### src/rtl/ac_tx_pkg.sv
package ac_tx_pkg;

    // Fixed link layout: one tag slot followed by twelve data slots
    localparam int TAG_W       = 16;
    localparam int LINK_SLOT_W = 20;
    localparam int LINK_SLOTS  = 13;

    typedef struct packed {
        logic              ready;
        logic              addr_ok;
        logic              data_ok;
        logic              left_ok;
        logic              right_ok;
        logic [TAG_W-6:0]  pad;
    } tag_t;

    typedef enum logic [2:0] {
        SK_TAG   = 3'd0,
        SK_ADDR  = 3'd1,
        SK_DATA  = 3'd2,
        SK_LEFT  = 3'd3,
        SK_RIGHT = 3'd4,
        SK_RSVD  = 3'd5
    } slot_kind_e;

    function automatic slot_kind_e slot_kind(input int unsigned idx);
        case (idx)
            0:       return SK_TAG;
            1:       return SK_ADDR;
            2:       return SK_DATA;
            3:       return SK_LEFT;
            4:       return SK_RIGHT;
            default: return SK_RSVD;
        endcase
    endfunction

    function automatic tag_t make_tag(input logic rdy, input logic rsp,
                                      input logic lv, input logic rv);
        tag_t t;
        t.ready    = rdy;
        t.addr_ok  = rsp;
        t.data_ok  = rsp;
        t.left_ok  = lv;
        t.right_ok = rv;
        t.pad      = '0;
        return t;
    endfunction

endpackage

### src/rtl/ac_tx_edge.sv
module ac_tx_edge (
    input  logic clk,
    input  logic rst,
    input  logic level_in,
    output logic rise
);
    logic prev_q;

    always_ff @(posedge clk) begin
        if (rst) prev_q <= 1'b0;
        else     prev_q <= level_in;
    end

    assign rise = level_in & ~prev_q & ~rst;
endmodule

### src/rtl/ac_tx_snapshot.sv
module ac_tx_snapshot
    import ac_tx_pkg::*;
#(
    parameter int IDX_W    = 7,
    parameter int RD_W     = 16,
    parameter int SAMPLE_W = 18,
    parameter int CHANS    = 2
) (
    input  logic                           clk,
    input  logic                           rst,
    input  logic                           capture,
    input  logic                           codec_ready,
    input  logic                           rsp_valid,
    input  logic [IDX_W-1:0]               rsp_index,
    input  logic [RD_W-1:0]                rsp_data,
    input  logic [CHANS-1:0][SAMPLE_W-1:0] rec_in,
    input  logic [CHANS-1:0]               rec_valid,
    output tag_t                           sel_tag,
    output logic [IDX_W-1:0]               sel_index,
    output logic [RD_W-1:0]                sel_data,
    output logic [CHANS-1:0][SAMPLE_W-1:0] sel_rec
);
    // Gated view of the live inputs
    logic                           rsp_ok;
    logic [CHANS-1:0]               rec_ok;
    logic [IDX_W-1:0]               live_index;
    logic [RD_W-1:0]                live_data;
    logic [CHANS-1:0][SAMPLE_W-1:0] live_rec;
    tag_t                           live_tag;

    // Captured copy used for the rest of the frame
    tag_t                           snap_tag;
    logic [IDX_W-1:0]               snap_index;
    logic [RD_W-1:0]                snap_data;
    logic [CHANS-1:0][SAMPLE_W-1:0] snap_rec;

    assign rsp_ok     = codec_ready & rsp_valid;
    assign live_index = rsp_ok ? rsp_index : '0;
    assign live_data  = rsp_ok ? rsp_data  : '0;

    for (genvar ch = 0; ch < CHANS; ch++) begin : g_chan
        assign rec_ok[ch]   = codec_ready & rec_valid[ch];
        assign live_rec[ch] = rec_ok[ch] ? rec_in[ch] : '0;

        always_ff @(posedge clk) begin
            if (rst)          snap_rec[ch] <= '0;
            else if (capture) snap_rec[ch] <= live_rec[ch];
        end

        assign sel_rec[ch] = capture ? live_rec[ch] : snap_rec[ch];
    end

    assign live_tag = make_tag(codec_ready, rsp_ok, rec_ok[0], rec_ok[CHANS-1]);

    always_ff @(posedge clk) begin
        if (rst) begin
            snap_tag   <= '0;
            snap_index <= '0;
            snap_data  <= '0;
        end else if (capture) begin
            snap_tag   <= live_tag;
            snap_index <= live_index;
            snap_data  <= live_data;
        end
    end

    assign sel_tag   = capture ? live_tag   : snap_tag;
    assign sel_index = capture ? live_index : snap_index;
    assign sel_data  = capture ? live_data  : snap_data;
endmodule

### src/rtl/ac_tx_seq.sv
module ac_tx_seq
    import ac_tx_pkg::*;
#(
    parameter int SLOT_W = LINK_SLOT_W,
    parameter int SLOTS  = LINK_SLOTS,
    localparam int SLOT_CW = $clog2(SLOTS),
    localparam int BIT_CW  = $clog2(SLOT_W)
) (
    input  logic               clk,
    input  logic               rst,
    input  logic               start,
    output logic               send,
    output logic               run,
    output logic [SLOT_CW-1:0] cur_slot,
    output logic [BIT_CW-1:0]  cur_bit
);
    localparam logic [SLOT_CW-1:0] LAST_SLOT = SLOT_CW'(SLOTS - 1);
    localparam logic [BIT_CW-1:0]  TAG_TOP   = BIT_CW'(TAG_W - 1);
    localparam logic [BIT_CW-1:0]  SLOT_TOP  = BIT_CW'(SLOT_W - 1);

    logic               active_q;
    logic [SLOT_CW-1:0] slot_q;
    logic [BIT_CW-1:0]  bit_q;
    logic               at_end;

    assign send     = start | active_q;
    assign run      = active_q;
    assign cur_slot = start ? '0      : slot_q;
    assign cur_bit  = start ? TAG_TOP : bit_q;
    assign at_end   = (cur_bit == '0) && (cur_slot == LAST_SLOT);

    always_ff @(posedge clk) begin
        if (rst) begin
            active_q <= 1'b0;
            slot_q   <= '0;
            bit_q    <= '0;
        end else if (send) begin
            active_q <= ~at_end;
            if (cur_bit == '0) begin
                slot_q <= at_end ? '0 : cur_slot + 1'b1;
                bit_q  <= SLOT_TOP;
            end else begin
                slot_q <= cur_slot;
                bit_q  <= cur_bit - 1'b1;
            end
        end
    end
endmodule

### src/rtl/ac_tx_bitsel.sv
module ac_tx_bitsel
    import ac_tx_pkg::*;
#(
    parameter int IDX_W    = 7,
    parameter int RD_W     = 16,
    parameter int SAMPLE_W = 18,
    parameter int SLOT_W   = LINK_SLOT_W,
    parameter int SLOTS    = LINK_SLOTS,
    localparam int SLOT_CW = $clog2(SLOTS),
    localparam int BIT_CW  = $clog2(SLOT_W)
) (
    input  tag_t                       tag,
    input  logic [IDX_W-1:0]           index,
    input  logic [RD_W-1:0]            data,
    input  logic [1:0][SAMPLE_W-1:0]   rec,
    input  logic [SLOT_CW-1:0]         cur_slot,
    input  logic [BIT_CW-1:0]          cur_bit,
    output logic                       bit_out
);
    // Field offsets inside a data slot (MSB-justified)
    localparam int ADDR_LSB = SLOT_W - 1 - IDX_W;
    localparam int DATA_LSB = SLOT_W - RD_W;
    localparam int REC_LSB  = SLOT_W - SAMPLE_W;

    logic [SLOT_W-1:0] word;

    always_comb begin
        word = '0;
        case (slot_kind(int'(cur_slot)))
            SK_TAG:   word = SLOT_W'(tag);
            SK_ADDR:  word = SLOT_W'(index) << ADDR_LSB;
            SK_DATA:  word = SLOT_W'(data)  << DATA_LSB;
            SK_LEFT:  word = SLOT_W'(rec[0]) << REC_LSB;
            SK_RIGHT: word = SLOT_W'(rec[1]) << REC_LSB;
            default:  word = '0;
        endcase
        bit_out = word[cur_bit];
    end
endmodule

### src/rtl/ac_link_frame_tx.sv
module ac_link_frame_tx
    import ac_tx_pkg::*;
#(
    parameter int IDX_W    = 7,
    parameter int RD_W     = 16,
    parameter int SAMPLE_W = 18
) (
    input  logic                clk,
    input  logic                rst,
    input  logic                frame_sync,
    input  logic                codec_ready,
    input  logic                rsp_valid,
    input  logic [IDX_W-1:0]    rsp_index,
    input  logic [RD_W-1:0]     rsp_data,
    input  logic [SAMPLE_W-1:0] rec_left,
    input  logic                rec_left_valid,
    input  logic [SAMPLE_W-1:0] rec_right,
    input  logic                rec_right_valid,
    output logic                link_dout
);
    localparam int SLOT_CW = $clog2(LINK_SLOTS);
    localparam int BIT_CW  = $clog2(LINK_SLOT_W);

    logic                      start;
    logic                      send;
    logic                      run;
    logic [SLOT_CW-1:0]        cur_slot;
    logic [BIT_CW-1:0]         cur_bit;
    tag_t                      sel_tag;
    logic [IDX_W-1:0]          sel_index;
    logic [RD_W-1:0]           sel_data;
    logic [1:0][SAMPLE_W-1:0]  sel_rec;
    logic                      next_bit;
    logic                      dout_q;

    ac_tx_edge u_edge (
        .clk      (clk),
        .rst      (rst),
        .level_in (frame_sync),
        .rise     (start)
    );

    ac_tx_snapshot #(
        .IDX_W    (IDX_W),
        .RD_W     (RD_W),
        .SAMPLE_W (SAMPLE_W),
        .CHANS    (2)
    ) u_snap (
        .clk         (clk),
        .rst         (rst),
        .capture     (start),
        .codec_ready (codec_ready),
        .rsp_valid   (rsp_valid),
        .rsp_index   (rsp_index),
        .rsp_data    (rsp_data),
        .rec_in      ({rec_right, rec_left}),
        .rec_valid   ({rec_right_valid, rec_left_valid}),
        .sel_tag     (sel_tag),
        .sel_index   (sel_index),
        .sel_data    (sel_data),
        .sel_rec     (sel_rec)
    );

    ac_tx_seq #(
        .SLOT_W (LINK_SLOT_W),
        .SLOTS  (LINK_SLOTS)
    ) u_seq (
        .clk      (clk),
        .rst      (rst),
        .start    (start),
        .send     (send),
        .run      (run),
        .cur_slot (cur_slot),
        .cur_bit  (cur_bit)
    );

    ac_tx_bitsel #(
        .IDX_W    (IDX_W),
        .RD_W     (RD_W),
        .SAMPLE_W (SAMPLE_W),
        .SLOT_W   (LINK_SLOT_W),
        .SLOTS    (LINK_SLOTS)
    ) u_sel (
        .tag      (sel_tag),
        .index    (sel_index),
        .data     (sel_data),
        .rec      (sel_rec),
        .cur_slot (cur_slot),
        .cur_bit  (cur_bit),
        .bit_out  (next_bit)
    );

    always_ff @(posedge clk) begin
        if (rst) dout_q <= 1'b0;
        else     dout_q <= send & next_bit;
    end

    assign link_dout = dout_q;
endmodule

### config.mk
export PLATFORM = sky130hd
export DESIGN_NAME = ac_link_frame_tx
export DESIGN_NICKNAME = d
export VERILOG_FILES = /design/src/rtl/ac_tx_pkg.sv /design/src/rtl/ac_tx_edge.sv /design/src/rtl/ac_tx_snapshot.sv /design/src/rtl/ac_tx_seq.sv /design/src/rtl/ac_tx_bitsel.sv /design/src/rtl/ac_link_frame_tx.sv
export SDC_FILE = /design/constraint.sdc
export NUM_CORES = 1
export LEC_CHECK = 0
export ABC_AREA = 0
export BUFFER_PORTS_ARGS = -buffer_cell sky130_fd_sc_hd__buf_2
export CAP_MARGIN = 20
export CORE_MARGIN = 5
export CORE_UTILIZATION = 50
export CTS_CLUSTER_SIZE = 24
export DETAILED_ROUTE_END_ITERATION = 12
export GPL_ROUTABILITY_DRIVEN = 0
export PLACE_DENSITY = 0.75
export SYNTH_ARGS = -nofsm -noshare
export SYNTH_HDL_FRONTEND = slang
export SYNTH_SLANG_ARGS = --single-unit
### constraint.sdc
create_clock -name clk -period 2.3 [get_ports clk]
set_clock_uncertainty 0.2 [all_clocks]
set_input_delay 0.115 -clock clk [delete_from_list [all_inputs] [get_ports clk]]
set_output_delay 0.115 -clock clk [all_outputs]
set_load 0.02 [all_outputs]
[After elaboration in Yosys (flattened, before gate mapping)]
Index checks and enable logic that the tools add are counted.
Word-level totals
  word-level logic and storage cells: 59
  flip-flop bits (word level): 87
  input bits: 66
  output and inout bits: 1
Operators by class
  order comparisons: 1
  bitwise gates (word level): 10
  muxes and demuxes: 18
  reduce and logical (&&, ||, !) cells: 4
  $add $sub $neg: 2
  equality and inequality tests: 9
Operators with widths (count)
  $pmux W20 S5: 1
  $mux W18: 4
  $mux W16: 3
  $pmux W3 S5: 1
  $mux W7: 2
  $mux W4: 3
  $mux W5: 2
  $eq A4 B2 Y1 const B: 2
  $and A1 B1 Y1: 6
  $eq A3 B2 Y1 const B: 2
  $lt A5 B6 Y1 const B: 1
  $bmux W1 S5: 1
  $logic_not A5 Y1: 1
  $sub A5 B1 Y5 const B: 1
  $add A4 B1 Y4 const B: 1
  $eq A4 B1 Y1 const B: 1
  $eq A4 B3 Y1 const B: 1
  $eq A4 B4 Y1 const B: 1
  $logic_not A4 Y1: 1
  $eq A3 B1 Y1 const B: 1
  $eq A3 B3 Y1 const B: 1
  $logic_not A3 Y1: 1
  $not A1 Y1: 3
  $logic_and A1 B1 Y1: 1
  2 further kinds: 2

[Logic depth before layout (Yosys ltp)]
  depth after elaboration: 11
  mapped depth: 12
  gate-level depth less buffers: 11

[Hierarchy]
Synthesis repeated with hierarchy kept, for this count alone.
Second synthesis, totals
  cell total of the unflattened synthesis: 594
  area, all modules: 4883.4 sq um
Modules (own cells, without submodules)
  ac_tx_snapshot: instances 1, cells an instance 386, area an instance 3205.6 sq um, sequential area each 1501.4 sq um
  ac_tx_bitsel: instances 1, cells an instance 128, area an instance 1024.7 sq um, sequential area each 0.0 sq um
  ac_tx_seq: instances 1, cells an instance 75, area an instance 585.6 sq um, sequential area each 200.2 sq um
  ac_tx_edge: instances 1, cells an instance 3, area an instance 38.8 sq um, sequential area each 20.0 sq um
  ac_link_frame_tx: instances 1, cells an instance 2, area an instance 28.8 sq um, sequential area each 20.0 sq um

[Least setup slack after synthesis]
No wires, ideal clock.
  path type: reg2reg
  start: register u_edge.prev_q
  end: register u_seq.slot_q[2]
  data required time: 1972 ps
  library setup time: 128 ps
  stages on the path, launching flop included: 12
  path buffers: 1
  arrival time: 2055 ps
  period minus slack after synthesis: 2382 ps
  slack: -82 ps
  cells stage by stage: dfxtp_1 > nor3b_4 > buf_2 > nor2_1 > ha_1 > nand2b_1 > nor4_2 > nand4_1 > a21oi_1 > o21ai_0 > a31oi_1 > nor2_1
On the way
  longest elaborated chain between the ends: 8
  elaborated cells on any way between the ends: 12
  classes of those cells: 1 x add/sub; 1 x eq/ne; 4 x mux; 4 x bitwise; 2 x reduce/logical
Ends and longest elaborated chain
  start, declared: RTL line ac_tx_edge.sv:7  | logic prev_q;
  start signal, assigned: RTL line ac_tx_edge.sv:11  | else prev_q <= level_in;
  $not A1 Y1 *: RTL line ac_tx_edge.sv:14  | assign rise = level_in & ~prev_q & ~rst;
  $and A1 B1 Y1 * (2 in a row): RTL line ac_tx_edge.sv:14
  branches (longest 5 deep; another with $add A4 B1 Y4)
  end signal, assigned: RTL line ac_tx_seq.sv:40  | slot_q <= at_end ? '0 : cur_slot + 1'b1;
  end signal, assigned: RTL line ac_tx_seq.sv:43  | slot_q <= cur_slot;
  end, declared: RTL line ac_tx_seq.sv:22  | logic [SLOT_CW-1:0] slot_q;
Every way passes the cells marked *.
A chain may end at the register's enable or synchronous reset.

[Final worst setup path]
  start: register u_seq.slot_q[2]
  end: register dout_q (netlist: link_dout)
On the way
  longest elaborated chain between the ends: 8
  elaborated cells on any way between the ends: 16
  classes of those cells: 8 x eq/ne; 5 x mux; 1 x bitwise; 2 x reduce/logical
Ends and longest elaborated chain
  $mux W4 *: RTL line ac_tx_seq.sv:28  | assign cur_slot = start ? '0 : slot_q;
  $eq A4 B3 Y1, or another cell as far along: RTL line ac_tx_pkg.sv:27  | case (idx)
  $pmux W3 S5 *: RTL line ac_tx_pkg.sv:27
  $eq A3 B3 Y1, or another cell as far along: RTL line ac_tx_bitsel.sv:29  | case (slot_kind(int'(cur_slot)))
  $pmux W20 S5 *: RTL line ac_tx_bitsel.sv:29
  $bmux W1 S5 *: RTL line ac_tx_bitsel.sv:37  | bit_out = word[cur_bit];
  $mux W1 (implied by the code) *: RTL line ac_tx_bitsel.sv:37
  $and A1 B1 Y1 *: RTL line ac_link_frame_tx.sv:95  | else dout_q <= send & next_bit;
  end signal, assigned: RTL line ac_link_frame_tx.sv:95
  end, declared: RTL line ac_link_frame_tx.sv:34  | logic dout_q;
Mark *: on every way between the ends. The rest lies on a longest branch, timed or not. The select of a mux whose other input is x is not followed.

==> metrics <==
result of the run complete, but fails checks; violated checks setup timing; clk slew on worst S/H paths 90 ps; placed cell count 634; count of buffers from port buffering 66; Worst EP required 2320 ps; worst setup timing slack at the placement stage -144 ps; Skew-Pair Late Insertion Delay 360 ps; average size of a mapped cell 8.54 µm²; total clock buffers created by CTS 9; cell area power density 575 nW/µm²; endpoint of the most critical register-to-register path link_dout; H-Tree Depth 3; yosys warns 0; Worst Path Class, Setup register to register; number of antenna violations at the first check in global routing 0; first-pass GRT wire length 21.5 mm; nets in the synthesized netlist 527; CP startpoint kind register; final std cells w/o fill 732; leading cell types by count after synthesis dfxtp_1 (87), nor2_1 (58), a22oi_1 (50); starting utilization of the core area 51.1%; remaining routing DRC violations 0; count of flip-flops with a built-in enable after synthesis 0; remaining antenna violation count 0; Die Span Y 98.6 µm; Peak VDD IR 0.000513 V; arrival time of data at the critical path endpoint 2440 ps; Row Count 32; Max Freq 0.413 GHz; floorplan die area 9730 µm²; buffer depth of the longest clock path 2; root buffer cell clkbuf_8; via density per instance 6.30; Worst Setup End Kind register; depth of the worst register-to-register path 9; final count of negative-setup-slack endpoints 5; share of the synthesized area in the top cell type 44.3%; top post-synthesis cells by area dfxtp_1 (44%), a22oi_1 (9.6%), nor2_1 (5.5%); placeable core area 7690 µm²; total number of vias 4609; Hold Fails Final Rpt 0; Async S/R FF share, synth 0%; # IOs 67; R2R Setup Slk -120 ps; distinct cell type count after synthesis 57; net total in the final layout 692; max_slew headroom 60.2%; Period Utilization, post-route 105%; cell type with the highest aggregate area in the netlist dfxtp_1; Max Transition Viols Final 0; Final WS setup -122 ps; via count of the first global-routing pass 4309; CTS tree done; number of instances in the synthesized netlist 460; Detailed Place HPWL 8.20 mm; chip width 98.6 µm; average detailed-routed wire length per instance 20.2 µm; crit path max fanout 10; growth of design area from synthesis to finish 48.6%; leak pwr 2.25 nW; proportion of synthesized chip area in sequential cells 44.3%; Max-cap violations 0; Synth Cell Area 3930 µm²; maximum number of pins on one net before global-route repair 57; terminating pin of the worst hold path u_seq.run; Total GRT Usage 27.4%; fill count 475; setup TNS after final layout -416 ps; gr ovfl total 0; Worst R2R Start u_seq.slot_q[2]; drt first-iter violations 690; number of flip-flops and latches in the synthesized netlist 87; final-layout worst hold slack 48.9 ps; Top FF cell, synth dfxtp_1; RSZ-0062 raised after global routing yes; routed wire length 14.8 mm; CTS sink count 87; count of TritonRoute iterations in the first routing pass 9; final period demand of the worst path 2420 ps; transition time at the pin with the least slew margin 596 ps; dominant cell by count in the synthesized netlist dfxtp_1; worst min-delay path category primary input to register; share of cells above drive strength 1 30.6%; Antenna diodes 0; launch instance of the worst min-delay path rst; cell depth of the worst hold path 3
-- cell type report --
cell class | instances | area, µm² | share of cell area, %
tap | 102 | 128 | 2.19
clock inverter | 5 | 65.1 | 1.12
multi-input combinational | 325 | 2140 | 36.7
sequential | 87 | 1750 | 30.0
clock buffer | 11 | 151 | 2.59
inverter | 3 | 11.3 | 0.193
timing repair buffer | 199 | 1590 | 27.3
-- through the flow --
| stage | total power [mW] | area, µm² | util (%) |
|---|---|---|---|
| floorplan | 1.84 | 3940 | - |
| global placement | 2.02 | 4600 | 59.9 |
| CTS | 3.26 | 5640 | 73.3 |
| finish | 3.35 | 5830 | 75.9 |
| detailed placement | 2.03 | 4600 | 59.9 |
| global route | 3.47 | 5830 | 75.9 |
-- registers in the layout, summed over array words and instances, names as in the netlist --
| register | count |
|---|---|
| link_dout | 1 |
| u_edge.prev_q | 1 |
| u_seq.bit_q | 5 |
| u_seq.run | 1 |
| u_seq.slot_q | 4 |
| u_snap.snap_data | 16 |
| u_snap.snap_index | 7 |
| u_snap.snap_rec | 36 |
| u_snap.snap_tag | 16 |
-- what timing repair did --
action	in CTS	in global routing
pin swaps	14	13
hold buffers	66	0
endpoints found under the setup margin	2	3
resized for setup	22	22
setup buffers	7	8
gates cloned	0	1
hold endpoints to repair	65	0
-- how the worst max path moves through the flow --
stage / cells past startpoint / start / to / slack [ps]
floorplan: 11 / u_edge.prev_q / u_seq.slot_q[2] / 0.7
global placement: 8 / u_edge.prev_q / link_dout / -110
detailed placement: 8 / u_edge.prev_q / link_dout / -140
CTS: 9 / u_edge.prev_q / link_dout / -0.6
global route: 8 / u_seq.slot_q[1] / link_dout / -260
finish: 9 / u_seq.slot_q[2] / link_dout / -120
-- worst max-delay path, stage by stage (launching register included) --
cell       delay, ps
dfxtp_2          460
buf_4            250
nor4_4            60
buf_4            140
a211oi_1         410
nor4_1           100
o21ai_0          160
o21ai_1          100
nor3_2           290
a2111oi_2        110
-- layout by cell type, fill, tap and decap left out, drive strengths merged, types with 2 or more instances in the layout --
| cell | instances |
|---|---|
| o311ai | 2 |
| xnor2 | 2 |
| nand2b | 2 |
| nand2 | 41 |
| a22oi | 51 |
| clkinv | 3 |
| and3 | 4 |
| and2 | 12 |
| a31oi | 5 |
| a211oi | 3 |
| mux2i | 3 |
| mux2 | 3 |
| clkbuf | 12 |
| nor2 | 58 |
| a221oi | 3 |
| a221o | 6 |
| inv | 4 |
| nand3 | 31 |
| a21oi | 38 |
| buf | 132 |
| nand4 | 11 |
| dfxtp | 87 |
| o21ai | 9 |
| nor3 | 9 |
| a2111oi | 2 |
| o22ai | 2 |
| nand3b | 2 |
| nor3b | 2 |
| nor4b | 2 |
| a311oi | 2 |
| nor4 | 6 |
| dlygate4sd3 | 66 |
-- kinds of logic (layout without fill, tap and decap cells) --
kind of cell | after synthesis | count (layout) | synth area share (%)
buffers and inverters | 48 | 218 | 5.48
adder cells (fa/ha/maj) | 1 | 1 | 0.319
multiplexers | 6 | 6 | 1.62
flip-flops | 87 | 87 | 44.3
XOR/XNOR | 3 | 3 | 0.669
AO/OA/AOI/OAI | 130 | 130 | 23.6
AND/OR/NAND/NOR | 185 | 185 | 24.0
-- routing by layer --
metal / up-vias / routed length [µm] / track usage, %
li1: 2012 / - / -
met1: 2129 / 5370 / 33.9
met2: 361 / 7040 / 45.1
met3: 107 / 1530 / 6.51
met4: 0 / 860 / 12.4
met5: - / 0 / 0
-- power by group --
| group | total (mW) | switching [mW] | internal [mW] |
|---|---|---|---|
| Combinational | 0.628 | 0.308 | 0.320 |
| Sequential | 1.58 | 0.0419 | 1.54 |
| Clock | 1.15 | 0.577 | 0.571 |
(Power assumes the default switching activity.)
